<file path="config.mk">
export PLATFORM = sky130hd
export DESIGN_NAME = alu16_ctl
export DESIGN_NICKNAME = d
export VERILOG_FILES = /design/src/rtl/alu16_pkg.sv /design/src/rtl/alu16_operand_prep.sv /design/src/rtl/alu16_core.sv /design/src/rtl/alu16_result_stage.sv /design/src/rtl/alu16_ctl.sv
export SDC_FILE = /design/constraint.sdc
export NUM_CORES = 1
export LEC_CHECK = 0
export ABC_AREA = 1
export BUFFER_PORTS_ARGS = -buffer_cell sky130_fd_sc_hd__buf_2
export CORE_UTILIZATION = 45
export DETAILED_ROUTE_END_ITERATION = 7
export PLACE_DENSITY = 0.71
export SLEW_MARGIN = 20
export SYNTH_ARGS = -nofsm -noshare
export SYNTH_HDL_FRONTEND = slang
export SYNTH_SLANG_ARGS = --single-unit
</file>
<file path="constraint.sdc">
create_clock -name vclk -period 2.65
set_input_delay 0 -clock vclk [all_inputs]
set_output_delay 0 -clock vclk [all_outputs]
set_load 0.02 [all_outputs]
</file>
<file path="src/rtl/alu16_pkg.sv">
package alu16_pkg;

    localparam int unsigned DATA_W = 16;
    localparam int unsigned CTRL_W = 6;

    typedef logic [DATA_W-1:0] word_t;

    typedef struct packed {
        logic zero_x;
        logic inv_x;
        logic zero_y;
        logic inv_y;
        logic sel_add;
        logic inv_out;
    } alu_ctrl_t;

    typedef enum logic {
        CORE_AND = 1'b0,
        CORE_ADD = 1'b1
    } core_op_e;

    typedef struct packed {
        logic is_zero;
        logic is_neg;
    } alu_flags_t;

    // Clear first, then invert.
    function automatic word_t condition_word(input word_t v, input logic clr, input logic flip);
        word_t t;
        t = clr ? '0 : v;
        return flip ? ~t : t;
    endfunction

endpackage

</file>
<file path="src/rtl/alu16_operand_prep.sv">
module alu16_operand_prep #(
    parameter int unsigned W = 16
) (
    input  logic [W-1:0] din,
    input  logic         clr,
    input  logic         flip,
    output logic [W-1:0] dout
);
    logic [W-1:0] cleared;

    always_comb begin
        cleared = clr ? '0 : din;
        dout    = flip ? ~cleared : cleared;
    end
endmodule

</file>
<file path="src/rtl/alu16_core.sv">
module alu16_core #(
    parameter int unsigned W = 16
) (
    input  logic [W-1:0]       a,
    input  logic [W-1:0]       b,
    input  alu16_pkg::core_op_e op,
    output logic [W-1:0]       y
);
    logic [W-1:0] sum;
    logic [W-1:0] conj;

    always_comb begin
        sum  = a + b;
        conj = a & b;
        y    = (op == alu16_pkg::CORE_ADD) ? sum : conj;
    end
endmodule

</file>
<file path="src/rtl/alu16_result_stage.sv">
module alu16_result_stage #(
    parameter int unsigned W = 16
) (
    input  logic [W-1:0]         core_y,
    input  logic                 flip,
    output logic [W-1:0]         y,
    output alu16_pkg::alu_flags_t flags
);
    always_comb begin
        y             = flip ? ~core_y : core_y;
        flags.is_zero = ~|y;
        flags.is_neg  = y[W-1];
    end
endmodule

</file>
<file path="src/rtl/alu16_ctl.sv">
module alu16_ctl
    import alu16_pkg::*;
(
    input  logic [15:0] opnd_x,
    input  logic [15:0] opnd_y,
    input  logic        zero_x,
    input  logic        inv_x,
    input  logic        zero_y,
    input  logic        inv_y,
    input  logic        sel_add,
    input  logic        inv_out,
    output logic [15:0] result,
    output logic        is_zero,
    output logic        is_neg
);
    localparam int unsigned NUM_OPND = 2;

    alu_ctrl_t  ctl;
    word_t      raw   [NUM_OPND];
    logic       clr_v [NUM_OPND];
    logic       flp_v [NUM_OPND];
    word_t      prep  [NUM_OPND];
    word_t      cond_x;
    word_t      cond_y;
    word_t      core_res;
    core_op_e   op;
    alu_flags_t flags;

    always_comb begin
        ctl = '{zero_x: zero_x, inv_x: inv_x, zero_y: zero_y,
                inv_y: inv_y, sel_add: sel_add, inv_out: inv_out};
        raw[0]   = opnd_x;
        raw[1]   = opnd_y;
        clr_v[0] = ctl.zero_x;
        clr_v[1] = ctl.zero_y;
        flp_v[0] = ctl.inv_x;
        flp_v[1] = ctl.inv_y;
        op       = core_op_e'(ctl.sel_add);
    end

    for (genvar i = 0; i < NUM_OPND; i++) begin : g_prep
        alu16_operand_prep #(.W(DATA_W)) u_prep (
            .din  (raw[i]),
            .clr  (clr_v[i]),
            .flip (flp_v[i]),
            .dout (prep[i])
        );
    end

    assign cond_x = prep[0];
    assign cond_y = prep[1];

    alu16_core #(.W(DATA_W)) u_core (
        .a  (cond_x),
        .b  (cond_y),
        .op (op),
        .y  (core_res)
    );

    alu16_result_stage #(.W(DATA_W)) u_post (
        .core_y (core_res),
        .flip   (ctl.inv_out),
        .y      (result),
        .flags  (flags)
    );

    assign is_zero = flags.is_zero;
    assign is_neg  = flags.is_neg;
endmodule

</file>
==> results of run 1 <==
per-layer routing:
metal  wire length (um)  up-vias  GRT usage
li1                   -     1396          -
met1               2620     1034      0.296
met2               2250       64      0.364
met3                236        0    0.00281
met4                  0        0    0.00667
met5                  0        -          0
final cells by class:
| cell class | instances | area, sq um | area share |
|---|---|---|---|
| well taps | 52 | 65.1 | 0.0261 |
| inverters | 85 | 319 | 0.128 |
| multi-input cells | 327 | 1790 | 0.717 |
| repair buffers | 61 | 320 | 0.129 |
critical path, cell delays in order:
cell	delay, ns
buf_2	0.09
inv_1	0.11
buf_4	0.20
nand2_1	0.08
xor2_1	0.12
inv_1	0.05
ha_1	0.39
nand2_1	0.16
nor2_1	0.23
nand3_1	0.18
nand2_1	0.13
nand2_1	0.06
nand3_1	0.06
nand3_1	0.07
nand2_1	0.10
nand3_1	0.08
nor2_1	0.09
buf_4	0.14
where the power goes:
group          switching [mW]  total [mW]  internal [mW]  leakage (nW)
Sequential                  0           0              0             0
Clock                       0           0              0             0
Combinational           0.567       0.892          0.324          1.57
Total                   0.567       0.892          0.324          1.57
metrics by stage:
step | setup slack (ns) | instances | hold slack, ns | util | area [sq um]
finish | 0.320 | 525 | 0.524 | 0.557 | 2490
global route | 0.000790 | 525 | 0.551 | 0.557 | 2490
CTS | 0.240 | 525 | 0.527 | 0.547 | 2450
detailed placement | 0.244 | 525 | 0.532 | 0.547 | 2450
global placement | 0.275 | 525 | 0.522 | 0.547 | 2450
floorplan | 0.0776 | 425 | 0.191 | - | 2160
worst max path at each step:
stage               to  slack [ns]  cells after the start
4_1_cts        is_zero        0.24                     19
5_1_grt        is_zero      0.0008                     18
3_5_place_dp   is_zero        0.24                     19
6_report       is_zero        0.32                     18
2_1_floorplan  is_zero        0.08                     18
3_3_place_gp   is_zero        0.28                     21
logic make-up (layout without fill, tap and decap cells):
kind of cell,after synthesis,in the layout
AND/OR/NAND/NOR,259,259
adder cells (fa/ha/maj),17,17
AO/OA/AOI/OAI,17,17
buffers and inverters,98,146
XOR/XNOR,34,34
placed cells by master (no fill, tap or decap):
master	netlist	final
nor3_2	1	2
a21oi_2	2	5
nand4_1	4	4
ha_1	16	11
or2_2	4	4
nor2_1	15	13
nand2_2	4	5
clkinv_1	1	1
inv_1	81	81
ha_2	0	5
nand3_1	60	60
a21oi_1	8	5
buf_2	2	55
buf_4	3	6
xor2_1	33	33
nand2_1	161	160
nor2_2	1	3
xnor2_1	1	1
nand3_2	6	6
inv_2	3	3
o21ai_2	0	1
fa_1	1	1
nand3b_1	1	1
and2_1	1	1
o211ai_1	2	2
o21ai_0	4	4
==> impl_metrics.yaml, run 1 <==
clock_tree:
  hold_buffers: 0
  post_cts_buffers: 0
  cts_resized: 0
power_and_ir_drop:
  leakagePower_nw: 1.57
  p_per_area_nw_per_um2: 358
  power_mw: 0.892
  irDropWorstVdd_uv: 117
worst_setup_path:
  crit_start: "zero_x"
  cp.arrival_ns: 2.33
  start_kind: "input pin"
  path_class: "in -> out"
  cp-end-kind: "output port"
  cp.required_ns: 2.65
  cp_max_fo: 12
detailed_routing:
  dr.pass1.iters: 6
  via_count: 2494
  wl_mm: 5.11
  antenna_left: 0
  wl_per_cell_um: 9.72
  drc_errors: 2
  drt_iter0_markers: 135
  vias_per_cell: 4.75
die:
  num_rows: 24
  die_w_um: 71.3
  io_pins: 56
  die_y_um: 71.3
  die_area_sq_um: 5080
  initial_core_util: 0.483
  core_area_sq_um: 4470
outcome:
  status: "complete, but fails checks"
  violations: "DRC"
synthesis:
  syn_nets: 480
  synthTopCellsByArea: "nand2_1 (28%), inv_1 (14%), nand3_1 (14%)"
  synth_compound_area_frac: 0.0452
  yosys.area_share.simple: 0.524
  synth_cell_types: 30
  synth_most_common_cell: "nand2_1"
  syn_inst: 425
  synthAdderAreaFrac: 0.102
  synth_mux_area_frac: 0
  synthesis.area_sq_um: 2160
  yosysSeqAreaShare: 0
  synth_top_area_share: 0.280
  synth_xor_area_frac: 0.138
  synth_area_per_cell_sq_um: 5.08
  netlist.top_cell.by_area: "nand2_1"
  yosysWarnings: 0
  synth_common_cells: "nand2_1 (161), inv_1 (81), nand3_1 (60)"
  synth_top_family_by_area: "simple AND/OR/NAND/NOR gates"
worst_hold_path:
  whs_path_depth: 4
  hp-class: "in -> out"
  min_to: "result[14]"
  hold_start: "inv_out"
layout:
  drive_gt1_frac: 0.201
  nFillCells: 478
  antenna_cells: 0
  seq_cells: 0
  area_delta_synth_final_pct: 15.4
  final-seq-area_sq_um: 0
  clock_buffers: 0
  nets: 530
grt:
  grt_overflow: 0
  antenna_found_initial: 0
  grt_usage: 0.206
  first_global_vias: 2109
  grt_max_degree: 34
  grt_pass1_wl_mm: 8.90
timing:
  drv_slew: 0
  finalSetupTns_ns: 0
  worstMarginPinSlew_ns: 0.569
  rsz0062_at_grt: "false"
  setup_viol: 0
  fin_crit_sh: 0.879
  max-slew-margin-rel: 0.620
  min_period_ns: 2.33
  report.final.hold_viol_count: 0
  clock.fmax_mhz: 429
run:
  drv_cap: 0
place:
  io_buffers: 56
  hpwl_mm: 4.34
  place.gp.congestion: 0.873
Power figures use the tool's default switching activity.
==> inputs of run 2 (changes only) <==
--- a/config.mk
+++ b/config.mk
@@ -6,11 +6,13 @@
 export NUM_CORES = 1
 export LEC_CHECK = 0
 export ABC_AREA = 1
+export ABC_CLOCK_PERIOD_IN_PS = 2650
 export BUFFER_PORTS_ARGS = -buffer_cell sky130_fd_sc_hd__buf_2
 export CORE_UTILIZATION = 45
 export DETAILED_ROUTE_END_ITERATION = 7
-export PLACE_DENSITY = 0.71
+export PLACE_DENSITY = 0.7
 export SLEW_MARGIN = 20
 export SYNTH_ARGS = -nofsm -noshare
 export SYNTH_HDL_FRONTEND = slang
+export SYNTH_HIERARCHICAL = 1
 export SYNTH_SLANG_ARGS = --single-unit
==> impl_metrics.yaml, run 2 <==
outcome:
  status: "finished, final reports clean"
worst_setup_path:
  cp.arrival_ns: 2.38
  crit_path_cell_trace: "buf_2, buf_4, nand2_1, nand2_1, ha_2, fa_1, nand2_1, nand2_1, nand3_1, nand2_2, or2_1, nand3_2, o21ai_2, inv_1, nand2_1, nand2_1, nand2_1, nor2_1, nand2_1, nor2_1, buf_2"
  start_kind: "input pin"
  path_common_cell: "nand2_1"
  cp.required_ns: 2.65
  cp-end-kind: "output port"
  path_buf_inv: 4
  slowest_stage: "fa_1"
  path_class: "in -> out"
  cp_top_family: "simple AND/OR/NAND/NOR gates"
  cp_max_fo: 16
  cpPeakStageDelay_ns: 0.38
synthesis:
  synthTopCellsByArea: "nand2_1 (41%), inv_1 (11%), nand3_2 (9.5%)"
  yosysSeqAreaShare: 0
  yosysWarnings: 6
  syn_nets: 517
  synth_top_area_share: 0.410
  synth_common_cells: "nand2_1 (253), inv_1 (66), nand3_1 (28)"
  synthesis.area_sq_um: 2320
  syn_inst: 462
  synth_area_per_cell_sq_um: 5.01
  synth_cell_types: 29
  synth_most_common_cell: "nand2_1"
  netlist.top_cell.by_area: "nand2_1"
detailed_routing:
  drt_iter0_markers: 145
  antenna_left: 0
  wl_mm: 5.42
  wl_per_cell_um: 9.51
  vias_per_cell: 4.65
  dr.pass1.iters: 5
  via_count: 2649
  drc_errors: 0
run:
  drv_cap: 0
timing:
  fin_crit_sh: 0.899
  finalSetupTns_ns: 0
  worst_slack_ns: 0.267
  max-slew-margin-rel: 0.670
  rsz0062_at_grt: "false"
  min_period_ns: 2.38
  setup_viol: 0
  holdWs_ns: 0.550
  clock.fmax_mhz: 420
  report.final.hold_viol_count: 0
  worstMarginPinSlew_ns: 0.494
  drv_slew: 0
grt:
  grt_overflow: 0
  grt_pass1_wl_mm: 9.05
  first_global_vias: 2138
  antenna_found_initial: 0
  grt_usage: 0.202
  grt_max_degree: 29
die:
  initial_core_util: 0.478
  io_pins: 56
  num_rows: 25
  die_w_um: 73.7
  core_area_sq_um: 4850
  die_y_um: 73.7
  die_area_sq_um: 5440
power_and_ir_drop:
  p_int_mw: 0.255
  irDropWorstVdd_uv: 114
  p_sw_frac: 0.641
  p_per_area_nw_per_um2: 282
  pwr-share-seq: 0
  pwr-share-comb: 1.000
  clkPwrFrac: 0
  leakagePower_nw: 1.64
  netSwitchingPower_mw: 0.456
place:
  io_buffers: 56
  hpwl_mm: 4.57
  place.gp.congestion: 1.01
  dpl_cell_area_sq_um: 2510
  dp_slack_ns: 0.210
layout:
  antenna_cells: 0
  nets: 560
  seq_cells: 0
  final_area_sq_um: 2520
  clock_buffers: 0
  final-seq-area_sq_um: 0
  area_delta_synth_final_pct: 9.02
  fin_util: 0.521
  layout_common_cells: "nand2_1 (251), inv_1 (66), buf_2 (56), nand3_1 (28), nand3_2 (22)"
  drive_gt1_frac: 0.201
  final_common_cell: "nand2_1"
clock_tree:
  cts_resized: 0
  post_cts_buffers: 0
  hold_buffers: 0
worst_hold_path:
  hp-class: "in -> out"
[run 2: cell count changes after synthesis, moves of 4 or more]
| cell | change |
|---|---|
| nand3_2 | +16 |
| or2_2 | -4 |
| nand3_1 | -32 |
| clkbuf_1 | -4 |
| buf_6 | +5 |
| buf_4 | +4 |
| xor2_1 | -33 |
| buf_12 | +4 |
| nand2_1 | +92 |
| inv_1 | -15 |
[run 2: cells by family (layout without fill, tap and decap cells)]
logic type | count (synthesis) | in the layout | share of synthesized area
fa+ha+maj | 17 | 17 | 0.0951
xor+xnor | 3 | 3 | 0.0113
simple gates | 334 | 334 | 0.633
buf+inv | 93 | 134 | 0.224
compound gates | 15 | 15 | 0.0373
[run 2: power groups by stage]
stage / Sequential, mW / Clock [mW] / Combinational, mW
4_1_cts: 0 / 0 / 0.706
6_report: 0 / 0 / 0.712
5_1_grt: 0 / 0 / 0.811
2_1_floorplan: 0 / 0 / 0.558
3_5_place_dp: 0 / 0 / 0.703
3_3_place_gp: 0 / 0 / 0.696
[run 2: layer usage]
layer  routed length (um)  share of wire  track usage
met5                    0              0            0
met4                    0              0       0.0107
met3                  293          0.054      0.00412
met2                 2290           0.42        0.346
met1                 2840           0.52        0.295
[run 2: tightest hold or removal path: stages]
cell and delay (ns):
buf_2 0.20, nand2_1 0.09, nand2_1 0.06, inv_1 0.05, buf_2 0.15
[run 2: layout make-up]
type | count | area, sq um
tap | 67 | 83.8
inverter | 74 | 300
timing repair buffer | 60 | 335
multi-input combinational | 369 | 1810
fill | 520 | 2320
[run 2: path summary, 6_finish.rpt]
| check | from | slack [ns] | end | cells after the start |
|---|---|---|---|---|
| max | inv_y | 0.27 | is_zero | 21 |
| min | inv_out | 0.55 | result[9] | 5 |
[run 2: through the flow]
step,cells,total power [mW]
floorplan,462,0.558
global placement,570,0.696
detailed placement,570,0.703
CTS,570,0.706
global route,570,0.811
finish,570,0.712
==> inputs of run 3 (changes only) <==
--- a/config.mk
+++ b/config.mk
@@ -8,6 +8,7 @@
 export ABC_AREA = 1
 export ABC_CLOCK_PERIOD_IN_PS = 2650
 export BUFFER_PORTS_ARGS = -buffer_cell sky130_fd_sc_hd__buf_2
+export CORE_MARGIN = 4
 export CORE_UTILIZATION = 45
 export DETAILED_ROUTE_END_ITERATION = 7
 export PLACE_DENSITY = 0.7
==> impl_metrics.yaml, run 3 (same netlist as run 2, synthesis figures left out) <==
outcome:
  status: "finished, final reports clean"
die:
  die_w_um: 79.7
  die_y_um: 79.7
  core_area_sq_um: 4850
  io_pins: 56
  num_rows: 25
  die_area_sq_um: 6360
  initial_core_util: 0.478
timing:
  setup_viol: 0
  fin_crit_sh: 0.859
  drv_slew: 0
  worstMarginPinSlew_ns: 0.436
  min_period_ns: 2.28
  max-slew-margin-rel: 0.709
  holdWs_ns: 0.552
  report.final.hold_viol_count: 0
  clock.fmax_mhz: 439
worst_setup_path:
  cp.arrival_ns: 2.28
  cp_max_fo: 14
  cp-end-kind: "output port"
  start_kind: "input pin"
  cp.required_ns: 2.65
  path_class: "in -> out"
  crit_start: "zero_x"
power_and_ir_drop:
  p_per_area_nw_per_um2: 283
  clkPwrFrac: 0
  leakagePower_nw: 1.66
  pwr-share-seq: 0
  p_sw_frac: 0.627
  power_mw: 0.752
  irDropWorstVdd_uv: 133
  p_int_mw: 0.281
  netSwitchingPower_mw: 0.471
  pwr-share-comb: 1.000
grt:
  antenna_found_initial: 0
  grt_max_degree: 27
  grt_usage: 0.178
  first_global_vias: 2243
  grt_overflow: 0
  grt_pass1_wl_mm: 9.64
place:
  dp_cells: 570
  dpl_cell_area_sq_um: 2510
  io_buffers: 56
  place.gp.congestion: 0.883
  hpwl_mm: 4.79
run:
  drv_cap: 0
layout:
  antenna_cells: 0
  nFillCells: 513
  drive_gt1_frac: 0.220
  layout_common_cells: "nand2_1 (252), inv_1 (66), buf_2 (54), nand3_1 (28), nand3_2 (22)"
  clock_buffers: 0
  multiInputGateArea_sq_um: 1880
  seq_cells: 0
  final_area_sq_um: 2660
  area_delta_synth_final_pct: 14.9
  instances_no_fill: 572
  nets: 562
  final_common_cell: "nand2_1"
  final-seq-area_sq_um: 0
worst_hold_path:
  hold_start: "inv_out"
  hp-class: "in -> out"
detailed_routing:
  via_count: 2709
  wl_per_cell_um: 10.1
  drc_errors: 0
  dr.pass1.iters: 5
  antenna_left: 0
  drt_iter0_markers: 156
  vias_per_cell: 4.74
  wl_mm: 5.78
clock_tree:
  post_cts_buffers: 0
run 3: changes by cell type in the layout (fill, tap and decap cells not counted), sizes merged:
cell    delta
buf        -1
clkbuf     +3
run 3: final cells by class:
| type | instances | area share |
|---|---|---|
| multi-input combinational | 369 | 0.707 |
| timing repair buffer | 62 | 0.147 |
| inverter | 74 | 0.115 |
| tap | 67 | 0.0315 |
run 3: power groups by stage:
stage | Clock (mW) | Sequential [mW] | Combinational, mW
after floorplan | 0 | 0 | 0.558
after global placement | 0 | 0 | 0.696
after detailed placement | 0 | 0 | 0.705
after CTS | 0 | 0 | 0.708
after global routing | 0 | 0 | 0.854
final | 0 | 0 | 0.752
run 3: metal layers:
layer  share of wire  vias up  GRT usage
li1                -     1475          -
met1            0.50     1137      0.269
met2            0.42       93      0.289
met3           0.071        4    0.00903
met4          0.0069        0     0.0101
met5               0        -          0
run 3: repair_timing:
item | CTS | global route
resized for setup | 0 | 17
endpoints found under the setup margin | 0 | 1
hold buffers | 0 | 0
run 3: final timing paths:
check | to | cells past startpoint | slack (ns)
hold / removal | result[14] | 5 | 0.55
setup / recovery | is_zero | 23 | 0.37
run 3: per-stage QoR:
stage               utilization  setup TNS [ns]  worst slack (ns)
CTS                       0.519               0             0.186
global route              0.549        -0.00281          -0.00281
global placement          0.519               0             0.246
detailed placement        0.519               0             0.203
finish                    0.549               0             0.373
floorplan                     -               0             0.427
run 3: critical path: stages:
cell and delay (ns):
buf_2 0.12, inv_6 0.11, nand2_1 0.06, nand2_1 0.05
nand2_1 0.05, ha_2 0.21, fa_2 0.34, nand2_1 0.09
nand2_1 0.07, nand3_1 0.07, nand2_1 0.10, nand2_1 0.11
nand2_1 0.06, nand2_1 0.05, nand3_1 0.06, nand2_1 0.11
nand2_1 0.06, nand2_1 0.09, nand2_1 0.05, nor2_1 0.09
nand2_1 0.06, nor2_1 0.09, buf_4 0.14
